$ cat config.mk
export PLATFORM = sky130hd
export DESIGN_NAME = rtcwp_gate
export DESIGN_NICKNAME = d
export VERILOG_FILES = /design/src/rtl/rtcwp_pkg.sv /design/src/rtl/rtcwp_key_fsm.sv /design/src/rtl/rtcwp_policy.sv /design/src/rtl/rtcwp_regfile.sv /design/src/rtl/rtcwp_gate.sv
export SDC_FILE = /design/constraint.sdc
export NUM_CORES = 1
export LEC_CHECK = 0
export ABC_CLOCK_PERIOD_IN_PS = 2700
export BUFFER_PORTS_ARGS = -buffer_cell sky130_fd_sc_hd__buf_2
export CAP_MARGIN = 20
export CELL_PAD_IN_SITES_DETAIL_PLACEMENT = 1
export CELL_PAD_IN_SITES_GLOBAL_PLACEMENT = 2
export CORE_MARGIN = 5
export CORE_UTILIZATION = 41
export CTS_BUF_LIST = sky130_fd_sc_hd__clkbuf_8
export DETAILED_ROUTE_END_ITERATION = 8
export PLACE_DENSITY = 0.79
export SYNTH_ARGS = -nofsm -noshare
export SYNTH_HDL_FRONTEND = slang
export SYNTH_SLANG_ARGS = --single-unit
export TNS_END_PERCENT = 30
$ cat constraint.sdc
create_clock -name clk -period 2.7 [get_ports clk]
set_clock_uncertainty 0.05 [all_clocks]
set_input_delay 0.27 -clock clk [delete_from_list [all_inputs] [get_ports clk]]
set_output_delay 0.27 -clock clk [all_outputs]
set_load 0.05 [all_outputs]
$ cat src/rtl/rtcwp_pkg.sv
package rtcwp_pkg;

    // Slot map
    localparam int unsigned SLOT_TIME  = 0;
    localparam int unsigned SLOT_DATE  = 1;
    localparam int unsigned SLOT_CTRL  = 2;
    localparam int unsigned SLOT_STAT  = 3;
    localparam int unsigned SLOT_DIV   = 4;
    localparam int unsigned SLOT_WAKE  = 5;
    localparam int unsigned SLOT_ALMA  = 6;
    localparam int unsigned SLOT_ALMB  = 7;
    localparam int unsigned SLOT_KEY   = 8;
    localparam int unsigned SLOT_ADJ   = 9;
    localparam int unsigned SLOT_TAMP  = 10;
    localparam int unsigned NUM_FIXED  = 11;

    // Key bytes, in the order they must arrive
    localparam logic [7:0] KEY_FIRST  = 8'hCA;
    localparam logic [7:0] KEY_SECOND = 8'h53;

    // Bit positions
    localparam int unsigned INIT_BIT       = 0;
    localparam logic [31:0] STAT_FREE_MASK = 32'h0000_7F00;
    localparam logic [31:0] CTRL_INIT_MASK = 32'h0000_00D0;

    typedef enum logic [3:0] {
        RK_TIME, RK_DATE, RK_CTRL, RK_STAT, RK_DIV, RK_WAKE, RK_ALMA,
        RK_ALMB, RK_KEY, RK_ADJ, RK_TAMP, RK_BKP, RK_NONE
    } reg_kind_e;

    typedef enum logic [1:0] {
        LK_IDLE, LK_HALF, LK_OPEN
    } lock_e;

    typedef struct packed {
        logic unlocked;
        logic init;
        logic wake_ok;
        logic alarm_ok;
        logic adj_busy;
    } gate_ctx_s;

    function automatic reg_kind_e classify(input int unsigned a, input int unsigned nbkp);
        reg_kind_e k;
        case (a)
            SLOT_TIME: k = RK_TIME;
            SLOT_DATE: k = RK_DATE;
            SLOT_CTRL: k = RK_CTRL;
            SLOT_STAT: k = RK_STAT;
            SLOT_DIV:  k = RK_DIV;
            SLOT_WAKE: k = RK_WAKE;
            SLOT_ALMA: k = RK_ALMA;
            SLOT_ALMB: k = RK_ALMB;
            SLOT_KEY:  k = RK_KEY;
            SLOT_ADJ:  k = RK_ADJ;
            SLOT_TAMP: k = RK_TAMP;
            default:   k = (a < NUM_FIXED + nbkp) ? RK_BKP : RK_NONE;
        endcase
        return k;
    endfunction

endpackage

$ cat src/rtl/rtcwp_key_fsm.sv
module rtcwp_key_fsm
    import rtcwp_pkg::*;
(
    input  logic       clk,
    input  logic       por_rst,
    input  logic       wr_en,
    input  logic       is_key,
    input  logic [7:0] key_byte,
    output lock_e      state,
    output logic       unlocked
);

    lock_e st_q;

    always_ff @(posedge clk) begin
        if (por_rst) begin
            st_q <= LK_IDLE;
        end else if (wr_en) begin
            if (is_key) begin
                if (key_byte == KEY_FIRST)
                    st_q <= (st_q == LK_HALF) ? LK_IDLE : LK_HALF;
                else if (key_byte == KEY_SECOND && st_q == LK_HALF)
                    st_q <= LK_OPEN;
                else
                    st_q <= LK_IDLE;
            end else if (st_q == LK_HALF) begin
                st_q <= LK_IDLE;
            end
        end
    end

    assign state    = st_q;
    assign unlocked = (st_q == LK_OPEN);

    AST_OPEN_NEEDS_SECOND: assert property (@(posedge clk) disable iff (por_rst)
        $rose(st_q == LK_OPEN) |-> $past(wr_en && is_key && key_byte == KEY_SECOND));

    AST_BAD_KEY_RELOCKS: assert property (@(posedge clk) disable iff (por_rst)
        (wr_en && is_key && key_byte != KEY_FIRST && key_byte != KEY_SECOND) |=> (st_q == LK_IDLE));

    AST_HALF_ABANDONED: assert property (@(posedge clk) disable iff (por_rst)
        (st_q == LK_HALF && wr_en && !(is_key && key_byte == KEY_SECOND)) |=> (st_q == LK_IDLE));

endmodule

$ cat src/rtl/rtcwp_policy.sv
module rtcwp_policy
    import rtcwp_pkg::*;
#(
    parameter int DATA_W = 32
) (
    input  reg_kind_e          kind,
    input  gate_ctx_s          ctx,
    output logic [DATA_W-1:0]  mask,
    output logic               drop
);

    localparam logic [DATA_W-1:0] FULL      = '1;
    localparam logic [DATA_W-1:0] STAT_FREE = DATA_W'(STAT_FREE_MASK);
    localparam logic [DATA_W-1:0] CTRL_INIT = DATA_W'(CTRL_INIT_MASK);

    always_comb begin
        mask = '0;
        case (kind)
            RK_TIME, RK_DATE, RK_DIV:
                if (ctx.unlocked && ctx.init) mask = FULL;
            RK_CTRL:
                if (ctx.unlocked) mask = ctx.init ? FULL : (FULL & ~CTRL_INIT);
            RK_STAT:
                mask = ctx.unlocked ? FULL : STAT_FREE;
            RK_WAKE:
                if (ctx.unlocked && ctx.wake_ok) mask = FULL;
            RK_ALMA, RK_ALMB:
                if (ctx.unlocked && ctx.alarm_ok) mask = FULL;
            RK_ADJ:
                if (ctx.unlocked && !ctx.adj_busy) mask = FULL;
            RK_TAMP, RK_BKP:
                mask = FULL;
            default:
                mask = '0;
        endcase
        drop = (kind != RK_KEY) && (mask == '0);
    end

endmodule

$ cat src/rtl/rtcwp_regfile.sv
module rtcwp_regfile
    import rtcwp_pkg::*;
#(
    parameter int DATA_W   = 32,
    parameter int NUM_SLOT = 15,
    parameter int ADDR_W   = 4
) (
    input  logic              clk,
    input  logic              rst,
    input  logic              we,
    input  logic [ADDR_W-1:0] waddr,
    input  logic [DATA_W-1:0] wdata,
    input  logic [DATA_W-1:0] wmask,
    input  logic [ADDR_W-1:0] raddr,
    output logic [DATA_W-1:0] rdata,
    output logic              init_bit
);

    logic [NUM_SLOT-1:0][DATA_W-1:0] mem;

    for (genvar i = 0; i < NUM_SLOT; i++) begin : g_slot
        always_ff @(posedge clk) begin
            if (rst)
                mem[i] <= '0;
            else if (we && waddr == ADDR_W'(i))
                mem[i] <= (mem[i] & ~wmask) | (wdata & wmask);
        end
    end

    always_comb begin
        rdata = '0;
        if (int'(raddr) < NUM_SLOT)
            rdata = mem[raddr];
    end

    assign init_bit = mem[SLOT_STAT][INIT_BIT];

    AST_REFUSED_HOLDS: assert property (@(posedge clk) disable iff (rst)
        (we && wmask == '0) |=> $stable(mem));

endmodule

$ cat src/rtl/rtcwp_gate.sv
module rtcwp_gate
    import rtcwp_pkg::*;
#(
    parameter int DATA_W  = 32,
    parameter int NUM_BKP = 4
) (
    input  logic                                    clk,
    input  logic                                    por_rst,
    input  logic                                    sys_rst,
    input  logic                                    wr_en,
    input  logic [$clog2(NUM_FIXED + NUM_BKP)-1:0]  wr_addr,
    input  logic [DATA_W-1:0]                       wr_data,
    input  logic                                    wake_wr_ok,
    input  logic                                    alarm_wr_ok,
    input  logic                                    adj_busy,
    input  logic [$clog2(NUM_FIXED + NUM_BKP)-1:0]  rd_addr,
    output logic [DATA_W-1:0]                       rd_data,
    output logic                                    locked,
    output logic                                    init_active,
    output logic                                    wr_drop
);

    localparam int NUM_SLOT = NUM_FIXED + NUM_BKP;
    localparam int ADDR_W   = $clog2(NUM_SLOT);
    localparam logic [DATA_W-1:0] STAT_FREE = DATA_W'(STAT_FREE_MASK);
    localparam logic [DATA_W-1:0] CTRL_INIT = DATA_W'(CTRL_INIT_MASK);

    reg_kind_e         kind;
    lock_e             lk_state;
    logic              unlocked;
    gate_ctx_s         ctx;
    logic [DATA_W-1:0] mask;
    logic              drop_now;
    logic              init_q;
    logic              drop_q;

    assign kind = classify(32'(wr_addr), NUM_BKP);

    rtcwp_key_fsm u_key (
        .clk      (clk),
        .por_rst  (por_rst),
        .wr_en    (wr_en),
        .is_key   (kind == RK_KEY),
        .key_byte (wr_data[7:0]),
        .state    (lk_state),
        .unlocked (unlocked)
    );

    always_comb begin
        ctx.unlocked = unlocked;
        ctx.init     = init_q;
        ctx.wake_ok  = wake_wr_ok;
        ctx.alarm_ok = alarm_wr_ok;
        ctx.adj_busy = adj_busy;
    end

    rtcwp_policy #(.DATA_W(DATA_W)) u_pol (
        .kind (kind),
        .ctx  (ctx),
        .mask (mask),
        .drop (drop_now)
    );

    rtcwp_regfile #(.DATA_W(DATA_W), .NUM_SLOT(NUM_SLOT), .ADDR_W(ADDR_W)) u_rf (
        .clk      (clk),
        .rst      (por_rst || sys_rst),
        .we       (wr_en),
        .waddr    (wr_addr),
        .wdata    (wr_data),
        .wmask    (mask),
        .raddr    (rd_addr),
        .rdata    (rd_data),
        .init_bit (init_q)
    );

    always_ff @(posedge clk) begin
        if (por_rst || sys_rst)
            drop_q <= 1'b0;
        else
            drop_q <= wr_en && drop_now;
    end

    assign locked      = (lk_state != LK_OPEN);
    assign init_active = init_q;
    assign wr_drop     = drop_q;

    AST_POR_RELOCKS: assert property (@(posedge clk)
        $fell(por_rst) |-> locked);

    AST_SYSRST_KEEPS_LOCK: assert property (@(posedge clk) disable iff (por_rst)
        (sys_rst && !wr_en) |=> $stable(locked));

    AST_LOCKED_STAT_FREE: assert property (@(posedge clk) disable iff (por_rst)
        (locked && wr_en && kind == RK_STAT) |-> ((mask & ~STAT_FREE) == '0));

    AST_CTRL_INIT_HELD: assert property (@(posedge clk) disable iff (por_rst)
        (wr_en && kind == RK_CTRL && !init_active) |-> ((mask & CTRL_INIT) == '0));

    AST_TIME_NEEDS_INIT: assert property (@(posedge clk) disable iff (por_rst)
        (wr_en && (kind == RK_TIME || kind == RK_DATE || kind == RK_DIV) && !(init_active && !locked))
        |-> (mask == '0));

    AST_DROP_AFTER_WRITE: assert property (@(posedge clk) disable iff (por_rst || sys_rst)
        wr_drop |-> $past(wr_en));

endmodule

* Word level (Yosys, flattened, before mapping)
Index checks and enable logic that the tools add are counted.
Cells by class: $lt $le $gt $ge 3, equal/unequal tests 31, muxes and demuxes 18, bitwise operators 32, reduce and logical (&&, ||, !) cells 32
Operator list (count):
- 32-bit bitwise AND | 16
- 32-bit bitwise OR | 15
- 32-bit two-way mux | 8
- 32-bit case mux with 7 select lines | 1
- 32-bit binary-select mux with 4-bit select | 1
- 4-bit == test (second input constant) | 11
- 4-bit case mux with 11 select lines | 1
- 4-bit by 3-bit == test with 1-bit output (second input constant) | 8
- 32-bit zero test | 1
- 32-bit inverter | 1
- 1-bit logical AND | 22
- 4-bit by 2-bit == test with 1-bit output (second input constant) | 4
- 4-bit by 1-bit == test with 1-bit output (second input constant) | 2
- 8-bit by 7-bit == test with 1-bit output (second input constant) | 1
- 8-bit == test (second input constant) | 1
- 4-bit zero test | 2
- 4-bit less-than comparator (second input constant) | 2
- 2-bit two-way mux | 4
- 8-bit two-way mux | 1
- 4-bit by 5-bit less-than comparator with 1-bit output (second input constant) | 1
- 4-bit != test (second input constant) | 1
- 2-bit OR reduction | 2
- 3-bit two-way mux | 1
- 3-bit OR reduction | 1
- 8 further kinds | 8
Storage, ports and cells: register bits 483, output and inout bits 35, word-level logic and storage cells 133

* Depth between registers and ports, before layout
depth in word-level cells 9, depth in mapped cells 9

* By module
Synthesis repeated with hierarchy kept, for this count alone.
Second synthesis, totals: cell total of the unflattened synthesis 2825, area total of the unflattened synthesis 25290.5 um^2
Modules (own cells, without submodules):
- rtcwp_regfile | instances 1, cells an instance 2734, area each 24597.3 um^2, seq. area each 9609.2 um^2
- rtcwp_policy | instances 1, cells an instance 61, area each 445.4 um^2, seq. area each 0.0 um^2
- rtcwp_key_fsm | instances 1, cells an instance 16, area each 148.9 um^2, seq. area each 40.0 um^2
- rtcwp_gate | instances 1, cells an instance 14, area each 98.8 um^2, seq. area each 20.0 um^2

* Least setup slack after synthesis
No wires, ideal clock.
path kind input -> output, from input port rd_addr[2], to output port rd_data[10], data arrival time 2387 ps, path slack -7 ps, stages on the path 6, path buffers 4, cell sequence clkbuf_1 buf_2 buf_2 buf_1 mux2i_1 a21oi_1
On the way: cells in the longest elaborated chain, start to end 3, elaborated cells between the ends (all ways) 4
Ends and longest elaborated chain:
- start: declaration | line rtcwp_gate.sv:16 | input logic [$clog2(NUM_FIXED + NUM_BKP)-1:0] rd_addr,
- 32-bit binary-select mux with 4-bit select | line rtcwp_regfile.sv:33 | rdata = mem[raddr];
- 32-bit two-way mux (implied by the code) | line rtcwp_regfile.sv:33
- 32-bit two-way mux * | line rtcwp_regfile.sv:32 | if (int'(raddr) < NUM_SLOT)
- end: declaration | line rtcwp_gate.sv:17 | output logic [DATA_W-1:0] rd_data,
Every way passes the cells marked *; elsewhere a longest branch is shown, timed or not. The select of a mux whose other input is x is not followed.

==> flow_summary.toml <==
[synth]
synth_area_leaders = "dfxtp_1 (46%), mux4_2 (10%), nand2_1 (8.0%), mux2i_1 (5.3%), a21oi_1 (4.8%)"
yosysWarnings = 0
synthFlopType = "dfxtp_1"
synth-seq-area-share = 0.455
synth_top_area_share = 0.455
syn_area_mm2 = 0.0212
synthCells = 2273
ys_seq_elements = 483
synth_edf_count = 0
synth_top_area_cell = "dfxtp_1"
yosysUniqueCellTypes = 42
synthArstFlopShare = 0
syn-num-nets = 2320
avgSynthCellArea_um2 = 9.34

[routing]
num_vias = 18712
wl_um = 73600
route.detailed.drc = 0
drt_pass1_iterations = 5
viasPerCell = 6.06
drt_iter0_drc = 1335
avgRoutedWirePerCell_um = 23.8
antenna_left = 0

[setup_path]
cp_data_required_time_ps = 3180
crit_fanout = 215
cp_cell_sequence = "nand2b_1, nor3_1, buf_4, nand2_4, buf_12, o311ai_0"
startpoint_type = "flip-flop"
crit_path_max_incr_delay_ps = 620
cp-end-kind = "flip-flop"
cp.arrival_ps = 3140
path_class = "reg -> reg"
cpMaxStageDelayCell = "o311ai_0"
rrSetupSlack_ps = 40

[cts]
clockBufferDepth = 3
clock_latency_ps = 660
cts_setup_buffers = 0
cts_tree = "built"
clkTransAtPathRegs_ps = 60
clockRootBuffer = "clkbuf_8"
numCtsBuffers = 85
numClockSinks = 483
ctsHtreeMaxLevel = 3

[outcome]
outcome = "finished, final reports clean"

[floorplanning]
die_area_mm2 = 0.0564
core_mm2 = 0.0513
ios = 82
start_util = 0.414
fp-row-count = 83
dieWidth_um = 238
dieHeight_um = 238

[layout]
finalInstanceArea_mm2 = 0.0249
antenna_cells = 0
fin_util = 0.485
drive_gt1_frac = 0.181
syn2layout_area_growth_pct = 17.3
layout.nets = 2393
fin_cells = 3089

[placement]
placed_cell_area_mm2 = 0.0228
hpwl_um = 44400
place.gp.congestion = 0.822
place_inst = 2903
pre_cts_ws_ps = 195
numPortBuffers = 81

[sta]
rsz0062_at_grt = "false"
fin_ws_ps = 36.9
slew_headroom = 0.155
finalCritPeriodShare = 0.986
hold_violations = 0
tightest_slew_ps = 1270
setup_viol = 0
clock.fmax_mhz = 376
finalMaxSlewViolations = 0
min_period_ps = 2660

[grt]
first_global_vias = 19276
antenna_found_initial = 0
overflow = 0
grt.busiest_layer = "met2"
met1_usage = 0.351
gr-usage-met2 = 0.422
track_usage = 0.256
grt_pass1_wl_um = 115000
use_met3 = 0.0420
grt_max_degree = 216

[hold_path]
hp-class = "in -> reg"

[power_and_ir_drop]
p_switching_mw = 3.95
p_per_area_mw_per_mm2 = 606
comb_power_share = 0.080
clockPowerShare = 0.446
swShare = 0.262
max-vdd-ir-drop_mv = 0.265
p_seq_frac = 0.474
p_leak_nw = 8.37
internal-power_mw = 11.1

[flow_run]
max-cap-violations = 0
==> logic make-up (layout without fill, tap and decap cells) <==
logic type,after synthesis,after routing,synth area share
simple gates,824,824,0.179
compound gates,519,519,0.165
flops,483,483,0.455
buf+inv,239,375,0.0451
mux,208,208,0.155
==> per-stage QoR <==
stage	setup TNS, ps	power (mW)	hold slack [ps]
4_1_cts	0	15.3	67.5
2_1_floorplan	-137	7.95	292
6_report	0	15.1	135
5_1_grt	0	15.7	173
3_3_place_gp	0	8.45	387
3_5_place_dp	0	8.46	393
==> metal layers <==
metal  share of wire  routed length (um)
met3           0.054                4010
met1            0.45               33400
met4           0.021                1570
met2            0.47               34600
met5               0                   0
==> cells in the final DEF, fill, tap and decap left out, types with 32 or more instances in the layout <==
cell / netlist / layout
dfxtp_1: 483 / 483
nand2_1: 453 / 449
a21oi_1: 203 / 194
nand3_1: 145 / 144
mux2i_1: 112 / 112
nand4_1: 107 / 107
o311ai_0: 107 / 107
clkbuf_8: 0 / 103
mux4_2: 96 / 96
o2bb2ai_1: 94 / 94
buf_4: 0 / 80
buf_2: 30 / 75
o21ai_0: 68 / 68
dlygate4sd3_1: 0 / 36
nor2b_1: 35 / 34
and2_1: 33 / 33
inv_1: 2 / 32
==> worst max-delay path, delay by kind of cell (launching register included) <==
family                 cells  cell delay, ps
DFF                        1             420
AOI/OAI and AO/OA          1             620
buffers and inverters      2             390
and+or+nand+nor            3             600
==> final cells by class <==
cell class                      instances  area (um2)
Clock buffer                          103        1420
Clock inverter                         47         264
Fill cell                            5807       26400
Inverter                                2        7.51
Multi-Input combinational cell       1551       10700
Sequential cell                       483        9670
Tap cell                              680         851
Timing Repair Buffer                  223        1950
==> Yosys cell counts (2+ instances only) <==
master and n:
dfxtp_1 483, nand2_1 453, a21oi_1 203, clkbuf_1 171, nand3_1 145, mux2i_1 112
nand4_1 107, o311ai_0 107, mux4_2 96, o2bb2ai_1 94, o21ai_0 68, nor2b_1 35
and2_1 33, buf_1 33, a211oi_1 32, buf_2 30, nor2_1 19, nor3_1 9
and3_1 7, nor4bb_1 4, buf_6 3, nand2b_1 3, o22ai_1 3, o41ai_1 3
inv_1 2, nand3b_1 2
==> power groups by stage <==
stage / logic, mW / registers [mW] / clock network [mW]
floorplan: 0.636 / 7.31 / 0
global placement: 1.14 / 7.31 / 0
detailed placement: 1.15 / 7.31 / 0
CTS: 1.20 / 7.16 / 6.91
global route: 1.26 / 7.15 / 7.25
finish: 1.20 / 7.16 / 6.73
==> final timing paths <==
kind | cells past startpoint | start | endpoint
max | 6 | u_key.state[1] | flip-flop
min | 4 | wr_addr[0] | wr_drop
max reg2reg | 6 | u_key.state[1] | flip-flop
min reg2reg | 2 | flip-flop | flip-flop
==> what timing repair did <==
item,CTS,global route
setup endpoints to repair,1,4
hold buffers,36,0
pin swaps,0,0
hold endpoints to repair,180,0
resized for setup,1,4
Power figures use the tool's default switching activity.
